[src/rtl/spa_pkg.sv]
`timescale 1ns/1ps
package spa_pkg;
    typedef enum logic [2:0] {
        S_IDLE  = 3'd0,
        S_RD_D  = 3'd1,
        S_RD_P  = 3'd2,
        S_WR_D  = 3'd3,
        S_WR_P  = 3'd4,
        S_SWEEP = 3'd5
    } spa_state_e;
endpackage

[src/rtl/spa_map.sv]
`timescale 1ns/1ps
module spa_map #(
    parameter int N     = 4,
    parameter int LBA_W = 6,
    parameter int IW    = 3
) (
    input  logic [LBA_W-1:0] lba,
    input  logic             rotate,
    output logic [LBA_W-1:0] stripe,
    output logic [IW-1:0]    dport,
    output logic [IW-1:0]    pport
);
    localparam logic [LBA_W-1:0] NL  = LBA_W'(N);
    localparam logic [LBA_W-1:0] NPL = LBA_W'(N + 1);

    logic [LBA_W-1:0] slot_w, srot_w;
    logic [IW-1:0]    slot;

    always_comb begin
        stripe = lba / NL;
        slot_w = lba % NL;
        srot_w = stripe % NPL;
        slot   = IW'(slot_w);
        // rotation: parity walks downward from the last port
        pport  = rotate ? IW'(NL - srot_w) : IW'(N);
        dport  = (slot < pport) ? slot : slot + IW'(1);
    end
endmodule

[src/rtl/spa_portmux.sv]
`timescale 1ns/1ps
module spa_portmux #(
    parameter int NP = 5,
    parameter int AW = 6,
    parameter int DW = 16,
    parameter int IW = 3
) (
    input  logic                   act_en,
    input  logic [IW-1:0]          act_port,
    input  logic                   act_we,
    input  logic [AW-1:0]          act_addr,
    input  logic [DW-1:0]          act_wdata,
    output logic [NP-1:0]          prt_req,
    output logic [NP-1:0]          prt_we,
    output logic [NP-1:0][AW-1:0]  prt_addr,
    output logic [NP-1:0][DW-1:0]  prt_wdata,
    input  logic [NP-1:0]          prt_ack,
    input  logic [NP-1:0][DW-1:0]  prt_rdata,
    output logic                   sel_ack,
    output logic [DW-1:0]          sel_rdata
);
    logic [NP-1:0] hit;

    for (genvar g = 0; g < NP; g++) begin : g_port
        assign hit[g]       = act_en && (act_port == IW'(g));
        assign prt_req[g]   = hit[g];
        assign prt_we[g]    = hit[g] && act_we;
        assign prt_addr[g]  = hit[g] ? act_addr  : '0;
        assign prt_wdata[g] = (hit[g] && act_we) ? act_wdata : '0;
    end

    always_comb begin
        sel_ack   = 1'b0;
        sel_rdata = '0;
        for (int i = 0; i < NP; i++) begin
            if (hit[i]) begin
                sel_ack   = prt_ack[i];
                sel_rdata = prt_rdata[i];
            end
        end
    end
endmodule

[src/rtl/spa_seq.sv]
`timescale 1ns/1ps
module spa_seq
    import spa_pkg::*;
#(
    parameter int N  = 4,
    parameter int NP = 5,
    parameter int AW = 6,
    parameter int DW = 16,
    parameter int IW = 3
) (
    input  logic            clk,
    input  logic            rst_n,
    input  logic [NP-1:0]   fail_mask,
    input  logic            host_req,
    input  logic            host_we,
    input  logic [DW-1:0]   host_wdata,
    input  logic [AW-1:0]   map_stripe,
    input  logic [IW-1:0]   map_dport,
    input  logic [IW-1:0]   map_pport,
    input  logic            sel_ack,
    input  logic [DW-1:0]   sel_rdata,
    output logic            act_en,
    output logic [IW-1:0]   act_port,
    output logic            act_we,
    output logic [AW-1:0]   act_addr,
    output logic [DW-1:0]   act_wdata,
    output logic            busy,
    output logic            done,
    output logic [DW-1:0]   rdata,
    output logic            err
);
    typedef struct packed {
        spa_state_e      st;
        logic [AW-1:0]   stripe;
        logic [IW-1:0]   dport;
        logic [IW-1:0]   pport;
        logic [IW-1:0]   cur;
        logic            we;
        logic [DW-1:0]   wnew;
        logic [DW-1:0]   acc;
        logic [DW-1:0]   oldd;
        logic [DW-1:0]   oldp;
        logic [DW-1:0]   rdata;
        logic [NP-1:0]   fail;
        logic            done;
        logic            err;
    } seq_t;

    seq_t q, d;
    logic multi;
    logic [IW:0] nx;

    // lowest healthy port at or above 'from'; top bit set when none
    function automatic logic [IW:0] next_alive(input logic [NP-1:0] msk, input int from);
        logic [IW:0] r;
        r = {1'b1, {IW{1'b0}}};
        for (int j = NP - 1; j >= 0; j--) begin
            if (j >= from && !msk[j]) r = {1'b0, IW'(j)};
        end
        return r;
    endfunction

    always_comb begin
        d      = q;
        d.done = 1'b0;
        multi  = ($countones(fail_mask) > 1);
        d.err  = q.err | multi;
        nx     = '0;
        unique case (q.st)
            S_IDLE: begin
                if (host_req && !q.err && !multi) begin
                    d.stripe = map_stripe;
                    d.dport  = map_dport;
                    d.pport  = map_pport;
                    d.we     = host_we;
                    d.wnew   = host_wdata;
                    d.fail   = fail_mask;
                    d.acc    = '0;
                    d.oldd   = '0;
                    d.oldp   = '0;
                    if (fail_mask[map_dport]) begin
                        nx    = next_alive(fail_mask, 0);
                        d.cur = nx[IW-1:0];
                        d.st  = S_SWEEP;
                    end else if (host_we && fail_mask[map_pport]) begin
                        d.cur = map_dport;
                        d.st  = S_WR_D;
                    end else begin
                        d.cur = map_dport;
                        d.st  = S_RD_D;
                    end
                end
            end
            S_RD_D: begin
                if (sel_ack) begin
                    d.oldd = sel_rdata;
                    if (!q.we) begin
                        d.rdata = sel_rdata;
                        d.done  = 1'b1;
                        d.st    = S_IDLE;
                    end else begin
                        d.cur = q.pport;
                        d.st  = S_RD_P;
                    end
                end
            end
            S_RD_P: begin
                if (sel_ack) begin
                    d.oldp = sel_rdata;
                    d.cur  = q.dport;
                    d.st   = S_WR_D;
                end
            end
            S_WR_D: begin
                if (sel_ack) begin
                    if (q.fail[q.pport]) begin
                        d.done = 1'b1;
                        d.st   = S_IDLE;
                    end else begin
                        d.cur = q.pport;
                        d.st  = S_WR_P;
                    end
                end
            end
            S_WR_P: begin
                if (sel_ack) begin
                    d.done = 1'b1;
                    d.st   = S_IDLE;
                end
            end
            S_SWEEP: begin
                if (sel_ack) begin
                    d.acc = q.acc ^ sel_rdata;
                    if (q.cur == q.pport) d.oldp = sel_rdata;
                    nx = next_alive(q.fail, int'(q.cur) + 1);
                    if (nx[IW]) begin
                        if (!q.we) begin
                            d.rdata = q.acc ^ sel_rdata;
                            d.done  = 1'b1;
                            d.st    = S_IDLE;
                        end else begin
                            d.oldd = q.acc ^ sel_rdata;
                            d.cur  = q.pport;
                            d.st   = S_WR_P;
                        end
                    end else begin
                        d.cur = nx[IW-1:0];
                    end
                end
            end
            default: d.st = S_IDLE;
        endcase
    end

    always_ff @(posedge clk) begin
        if (!rst_n) q <= '0;
        else        q <= d;
    end

    assign act_en    = (q.st != S_IDLE);
    assign act_port  = q.cur;
    assign act_we    = (q.st == S_WR_D) || (q.st == S_WR_P);
    assign act_addr  = q.stripe;
    assign act_wdata = (q.st == S_WR_D) ? q.wnew : (q.oldp ^ q.oldd ^ q.wnew);
    assign busy      = (q.st != S_IDLE);
    assign done      = q.done;
    assign rdata     = q.rdata;
    assign err       = q.err;

    AST_HOLD_UNTIL_ACK: assert property (@(posedge clk) disable iff (!rst_n) (act_en && !sel_ack) |=> (act_en && $stable(act_port) && $stable(act_we) && $stable(act_wdata)));
    AST_SKIP_FAILED: assert property (@(posedge clk) disable iff (!rst_n) act_en |-> !q.fail[act_port]);
    AST_ERR_STICKY: assert property (@(posedge clk) disable iff (!rst_n) err |=> err);
    AST_REJECT_ON_ERR: assert property (@(posedge clk) disable iff (!rst_n) (err && !busy) |=> !busy);
    AST_DONE_AFTER_ACK: assert property (@(posedge clk) disable iff (!rst_n) $rose(done) |-> $past(sel_ack));
    AST_DONE_PULSE: assert property (@(posedge clk) disable iff (!rst_n) done |=> !done);
endmodule

[src/rtl/stripe_parity_ctrl.sv]
`timescale 1ns/1ps
module stripe_parity_ctrl #(
    parameter int N     = 4,
    parameter int DW    = 16,
    parameter int LBA_W = 6
) (
    input  logic                     clk,
    input  logic                     rst_n,
    input  logic                     cfg_rotate,
    input  logic [N:0]               fail_mask,
    input  logic                     host_req,
    input  logic                     host_we,
    input  logic [LBA_W-1:0]         host_lba,
    input  logic [DW-1:0]            host_wdata,
    output logic                     host_busy,
    output logic                     host_done,
    output logic [DW-1:0]            host_rdata,
    output logic                     host_err,
    output logic [N:0]               prt_req,
    output logic [N:0]               prt_we,
    output logic [N:0][LBA_W-1:0]    prt_addr,
    output logic [N:0][DW-1:0]       prt_wdata,
    input  logic [N:0]               prt_ack,
    input  logic [N:0][DW-1:0]       prt_rdata
);
    localparam int NP = N + 1;
    localparam int IW = (NP > 1) ? $clog2(NP) : 1;

    logic [LBA_W-1:0] map_stripe;
    logic [IW-1:0]    map_dport, map_pport;
    logic             act_en, act_we, sel_ack;
    logic [IW-1:0]    act_port;
    logic [LBA_W-1:0] act_addr;
    logic [DW-1:0]    act_wdata, sel_rdata;

    spa_map #(.N(N), .LBA_W(LBA_W), .IW(IW)) u_map (
        .lba    (host_lba),
        .rotate (cfg_rotate),
        .stripe (map_stripe),
        .dport  (map_dport),
        .pport  (map_pport)
    );

    spa_seq #(.N(N), .NP(NP), .AW(LBA_W), .DW(DW), .IW(IW)) u_seq (
        .clk        (clk),
        .rst_n      (rst_n),
        .fail_mask  (fail_mask),
        .host_req   (host_req),
        .host_we    (host_we),
        .host_wdata (host_wdata),
        .map_stripe (map_stripe),
        .map_dport  (map_dport),
        .map_pport  (map_pport),
        .sel_ack    (sel_ack),
        .sel_rdata  (sel_rdata),
        .act_en     (act_en),
        .act_port   (act_port),
        .act_we     (act_we),
        .act_addr   (act_addr),
        .act_wdata  (act_wdata),
        .busy       (host_busy),
        .done       (host_done),
        .rdata      (host_rdata),
        .err        (host_err)
    );

    spa_portmux #(.NP(NP), .AW(LBA_W), .DW(DW), .IW(IW)) u_mux (
        .act_en    (act_en),
        .act_port  (act_port),
        .act_we    (act_we),
        .act_addr  (act_addr),
        .act_wdata (act_wdata),
        .prt_req   (prt_req),
        .prt_we    (prt_we),
        .prt_addr  (prt_addr),
        .prt_wdata (prt_wdata),
        .prt_ack   (prt_ack),
        .prt_rdata (prt_rdata),
        .sel_ack   (sel_ack),
        .sel_rdata (sel_rdata)
    );
endmodule

[config.mk]
export PLATFORM = sky130hd
export DESIGN_NAME = stripe_parity_ctrl
export DESIGN_NICKNAME = d
export VERILOG_FILES = /design/src/rtl/spa_pkg.sv /design/src/rtl/spa_map.sv /design/src/rtl/spa_portmux.sv /design/src/rtl/spa_seq.sv /design/src/rtl/stripe_parity_ctrl.sv
export SDC_FILE = /design/constraint.sdc
export NUM_CORES = 1
export LEC_CHECK = 0
export ABC_AREA = 1
export BUFFER_PORTS_ARGS = -buffer_cell sky130_fd_sc_hd__buf_2
export CAP_MARGIN = 20
export CORE_AREA = 2 2 125 127
export CTS_CLUSTER_SIZE = 20
export DETAILED_ROUTE_END_ITERATION = 10
export DIE_AREA = 0 0 127 129
export GPL_TIMING_DRIVEN = 0
export PLACE_DENSITY = 0.8
export SLEW_MARGIN = 20
export SYNTH_ARGS = -nofsm -noshare
export SYNTH_HDL_FRONTEND = slang
export SYNTH_SLANG_ARGS = --single-unit
[constraint.sdc]
create_clock -name clk -period 4.8 [get_ports clk]
set_input_delay 0.72 -clock clk [delete_from_list [all_inputs] [get_ports clk]]
set_output_delay 0.72 -clock clk [all_outputs]
set_load 0.1 [all_outputs]
* Yosys cells after proc, flatten, opt, wreduce, memory -nomap -nowiden
Cells that the tools add are included.
** Cells by class
- $add $sub $neg :: 7
- Div/mod/pow operators :: 1
- Magnitude comparators :: 10
- Equality and inequality tests :: 22
- Muxes and demuxes :: 84
- Bitwise operators :: 4
- Reductions and logical operators :: 41
** Operators with widths (number)
- $mux W16 :: 19
- $pmux W16 S3 :: 2
- $mux W83 :: 1
- $mux W3 :: 24
- $ge A3 B32 Y1 const A :: 2
- $mux W64 :: 1
- $pmux W16 S2 :: 2
- $mux W4 :: 12
- $xor A16 B16 Y16 :: 3
- $add A32 B1 Y32 :: 1
- $add A32 B32 Y32 :: 1
- $ge A1 B32 Y1 const A :: 1
- $ge A2 B32 Y1 const A :: 1
- $ge A4 B32 Y1 const A :: 1
- $gt A32 B2 Y1 const B :: 1
- $logic_and A1 B1 Y1 :: 18
- $pmux W3 S6 :: 1
- $ne A2 B2 Y1 const B :: 8
- $mux W1 :: 15
- $pmux W3 S5 :: 1
- $reduce_and A7 Y1 :: 2
- $eq A3 B2 Y1 const B :: 4
- $lt A3 B4 Y1 const B :: 3
- $reduce_and A6 Y1 :: 2
- 23 further kinds :: 43
** Word-level totals
- Bits in registers :: 104
- Bits of input ports :: 117
- Output and inout port bits :: 139
- Word-level logic and storage cells :: 183

* Longest topological paths before layout
- Depth in word-level cells :: 13
- Mapped depth :: 32
- Gate-level depth less buffers :: 32

* Modules after synthesis
A second synthesis with hierarchy kept.
** Second synthesis, totals
- Cells, all modules :: 1311
- Area, all modules :: 7876.3 µm²
** By module, submodules not included
- spa_seq :: times used 1, cells an instance 908, area an instance 5954.5 µm², seq. area each 2122.0 µm²
- spa_portmux :: times used 1, cells an instance 332, area an instance 1472.7 µm², seq. area each 0.0 µm²
- spa_map :: times used 1, cells an instance 71, area an instance 449.2 µm², seq. area each 0.0 µm²

* Least setup slack after synthesis
No wires, ideal clock.
- Kind :: flip-flop to output port
- Start point :: register u_seq.q (netlist bit u_seq.act_port[0])
- End point :: output port prt_wdata[0] in the netlist's numbering
- Arrival time :: 4718 ps
- Required time :: 4080 ps
- Setup slack :: -638 ps
- Cell stages (with the launch flop) :: 11
- Path buffers :: 2
- Cells stage by stage :: dfxtp_1 -> inv_1 -> ha_1 -> nand2_1 -> nor2_8 -> buf_4 -> inv_1 -> nor2_1 -> inv_1 -> clkbuf_1 -> nor2_1
** RTL lines
- from (decl) :: line spa_seq.sv:49 : seq_t q, d;
- from (signal assigned) :: line spa_seq.sv:156 : if (!rst_n) q <= '0;
- from (signal assigned) :: line spa_seq.sv:157 : else q <= d;
- to (decl) :: line stripe_parity_ctrl.sv:22 : output logic [N:0][DW-1:0] prt_wdata,

* Worst setup path after layout
- Start point :: input port host_lba[4]
- End point :: register u_seq.q (netlist bit u_seq.act_port[0])
** Between the ends
- Cells in the longest elaborated chain, start to end :: 10
** RTL lines
- from (decl) :: line stripe_parity_ctrl.sv:13 : input logic [LBA_W-1:0] host_lba,
- $mod A4 B3 Y6 (*) :: line spa_map.sv:22 : srot_w = stripe % NPL;
- $sub A3 B3 Y3 (*) :: line spa_map.sv:25 : pport = rotate ? IW'(NL - srot_w) : IW'(N);
- $mux W3 (*) :: line spa_map.sv:25
- $lt A2 B3 Y1 (*) :: line spa_map.sv:26 : dport = (slot < pport) ? slot : slot + IW'(1);
- $mux W3 (*) :: line spa_map.sv:26
- $bmux W1 S3 :: line spa_seq.sv:81 : if (fail_mask[map_dport]) begin
- $mux W1 (not written as such) :: line spa_seq.sv:81
- $mux W3 (*) :: line spa_seq.sv:81
- $mux W83 (*) :: line spa_seq.sv:71 : if (host_req && !q.err && !multi) begin
- $pmux W3 S5 (*) :: line spa_seq.sv:69 : unique case (q.st)
Every way passes the cells marked *; elsewhere a longest branch is shown, timed or not. The select of a mux whose other input is x is not followed.
A chain may end at the register's enable or synchronous reset.

==> impl_metrics.env <==
export IMPL_power_static_leakage_nw=4.37
export IMPL_core_mm2=0.0150
export IMPL_r2r_slack_ns=1.87
export IMPL_fin_cells=1616
export IMPL_grt_antenna_before_repair=1
export IMPL_h_tree_depth=3
export IMPL_cp_required_ns=5.10
export IMPL_setup_viol=0
export IMPL_hp_class="reg2reg"
export IMPL_n_fill_cell=1430
export IMPL_power_total_mw=3.94
export IMPL_pin_count=256
export IMPL_die_x_um=127
export IMPL_grt_max_degree=18
export IMPL_grt_pass1_wl_um=39100
export IMPL_place_area_mm2=0.00906
export IMPL_hold_buffers=0
export IMPL_finalInstanceArea_mm2=0.00938
export IMPL_cts_buffer_depth=2
export IMPL_start_util_pct=50.3
export IMPL_postRouteAntennaNets=0
export IMPL_hpwl_um=20500
export IMPL_ctsResizeCount=0
export IMPL_place_inst=1599
export IMPL_ys_seq_area_share_pct=27.6
export IMPL_clk_pin_slew_worst_paths_ns=0.07
export IMPL_cts_root_buf="clkbuf_16"
export IMPL_syn_avg_cell_area_um2=6.51
export IMPL_clk_latency_ns=0.36
export IMPL_layout_commonest_cell="buf_2"
export IMPL_postSynthRegisterBits=104
export IMPL_power_density_mw_per_mm2=420
export IMPL_syn_area_mm2=0.00753
export IMPL_cp_end_kind="flop"
export IMPL_routedWlPerCell_um=16.1
export IMPL_port_buffers=245
export IMPL_rsz0062_at_grt="false"
export IMPL_irDropWorstVdd_uv=405
export IMPL_cts_tree="yes"
export IMPL_drv_slew=0
export IMPL_cp_arrival_ns=4.65
export IMPL_layout_common_cells="buf_2 (260), inv_1 (158), nand2_1 (153), nor2_1 (149), a21oi_1 (108)"
export IMPL_grt_pass1_vias=7436
export IMPL_rows=45
export IMPL_final_hold_viol_count=0
export IMPL_skew_ns=0.00874
export IMPL_whs_ns=0.473
export IMPL_synthFlopType="dfxtp_1"
export IMPL_place_congestion=0.948
export IMPL_utilization_pct=62.7
export IMPL_maxCapViolCount=0
export IMPL_ys_types=48
export IMPL_grt_ovfl_total=0
export IMPL_critPathMaxFanout=5
export IMPL_syn2layout_area_growth_pct=24.6
export IMPL_viasPerCell=5.27
export IMPL_synthCells=1157
export IMPL_numCtsBuffers=9
export IMPL_finalCritPeriodShare_pct=90.7
export IMPL_die_h_um=129
export IMPL_fmax_mhz=230
export IMPL_wl_um=26000
export IMPL_post_cts_repair_setup_buffers=0
export IMPL_firstDrtPassIters=5
export IMPL_fin_crit_ns=4.35
export IMPL_worst_slew_pin_slew_ns=0.757
export IMPL_grt_use_total_pct=30.5
export IMPL_outcome="finished clean"
export IMPL_drt_iter0_markers=769
export IMPL_layout_drive_gt1_share_pct=28.7
export IMPL_drc=0
export IMPL_max_slew_margin_rel_pct=49.5
export IMPL_fin_nets=1560
export IMPL_synth_warnings=0
export IMPL_vias=8516
export IMPL_synthArstFlopShare_pct=0
export IMPL_startpoint_type="input pin"
export IMPL_crit_type="in2reg"
export IMPL_cts_sinks=104
export IMPL_synth_edff_count=0
export IMPL_die_area_mm2=0.0164
-- metrics by stage --
stage | TNS, ns | setup WS, ns
after floorplan | -0.185 | -0.185
after global placement | 0 | 0.256
final | 0 | 0.447
after CTS | 0 | 0.507
after global routing | 0 | 0.0567
after detailed placement | 0 | 0.181
-- cell type report --
class / count / area [um^2] / share of cell area, %
tap: 188 / 235 / 2.51
antenna: 1 / 2.50 / 0.0267
sequential: 104 / 2080 / 22.2
timing repair buffer: 245 / 1230 / 13.1
inverter: 174 / 666 / 7.09
clock buffer: 11 / 233 / 2.48
clock inverter: 5 / 86.3 / 0.920
buffer: 83 / 482 / 5.13
multi-input combinational: 805 / 4370 / 46.6
-- flip-flops by register name (all words and copies together), names as in the netlist --
name	cells
u_seq.q	79
u_seq.rdata	16
u_seq.act_addr	4
u_seq.act_port	3
u_seq.done	1
u_seq.err	1
-- critical path: stages --
cell	delay [ns]
buf_2	0.11
inv_1	0.14
ha_1	0.18
inv_1	0.04
ha_1	0.20
o21ai_0	0.33
ha_1	0.24
inv_1	0.05
or2_2	0.26
nand3_1	0.10
nand2_1	0.08
mux2_2	0.27
ha_1	0.29
nand2_1	0.14
ha_1	0.25
nand2_1	0.06
nand2_1	0.11
nand2_2	0.10
nand2_1	0.05
nand2_1	0.14
inv_1	0.08
nand3_1	0.08
nand2_1	0.06
nand2_1	0.11
nand2_1	0.10
nand2_1	0.07
nand3_1	0.12
a21oi_1	0.14
-- cell families (layout without fill, tap and decap cells) --
kind of cell / count (synthesis) / count (layout) / synth area share (%)
AOI/OAI and AO/OA: 292 / 292 / 22.4
buffers and inverters: 257 / 518 / 15.2
xor gates and xnor gates: 35 / 35 / 4.07
other: 1 / 11 / 0.0498
muxes: 1 / 1 / 0.149
adders and majority gates: 21 / 21 / 3.59
DFF: 104 / 104 / 27.6
and+or+nand+nor: 446 / 446 / 26.9
-- power by group --
group	internal, mW	total [mW]	switching (mW)
logic	0.565	2.06	1.50
registers	0.984	1.07	0.0846
clock network	0.463	0.812	0.349
-- Yosys cell counts, types with 2 or more instances --
| master | instances | area share [%] |
|---|---|---|
| nor2_1 | 163 | 8.1 |
| inv_1 | 158 | 7.9 |
| nand2_1 | 153 | 7.6 |
| a21oi_1 | 108 | 7.2 |
| dfxtp_1 | 104 | 28 |
| o21ai_0 | 95 | 6.3 |
| nand3_1 | 77 | 5.1 |
| clkbuf_1 | 33 | 1.6 |
| buf_4 | 32 | 3.2 |
| xor2_1 | 32 | 3.7 |
| o21ai_1 | 31 | 2.1 |
| a21oi_2 | 21 | 2.4 |
| ha_1 | 20 | 3.3 |
| o211ai_1 | 19 | 1.9 |
| buf_2 | 15 | 1.0 |
| nand2_2 | 13 | 1.1 |
| nor3_2 | 11 | 1.5 |
| inv_2 | 10 | 0.50 |
| nor3_1 | 10 | 0.66 |
| nand4_1 | 5 | 0.42 |
| o21ai_2 | 5 | 0.58 |
| inv_4 | 4 | 0.33 |
| nor2_4 | 4 | 0.60 |
| nand3_2 | 3 | 0.40 |
| xnor2_1 | 3 | 0.35 |
| a31oi_1 | 2 | 0.17 |
| buf_6 | 2 | 0.30 |
| clkinv_2 | 2 | 0.13 |
| nand3_4 | 2 | 0.47 |
| o2111ai_1 | 2 | 0.23 |
-- routing by layer --
| metal | global-route usage, % | share of wire (%) | vias up |
|---|---|---|---|
| met5 | 0 | 0 | - |
| met3 | 6.32 | 9.7 | 41 |
| met2 | 46.2 | 44 | 437 |
| met4 | 13.1 | 3.4 | 0 |
| li1 | - | - | 4223 |
| met1 | 42.1 | 43 | 3815 |
-- final timing paths --
check                                                       to                            from  cells after the start
worst min register to register        u_seq.q[77]$_SDFFE_PN0P_        u_seq.q[77]$_SDFFE_PN0P_                      2
worst min-delay path                  u_seq.q[77]$_SDFFE_PN0P_        u_seq.q[77]$_SDFFE_PN0P_                      2
worst max-delay path            u_seq.act_port[0]$_SDFFE_PN0P_                     host_lba[4]                     28
worst max register to register        u_seq.q[53]$_SDFFE_PN0P_  u_seq.act_port[0]$_SDFFE_PN0P_                     18
(Power assumes the default switching activity.)
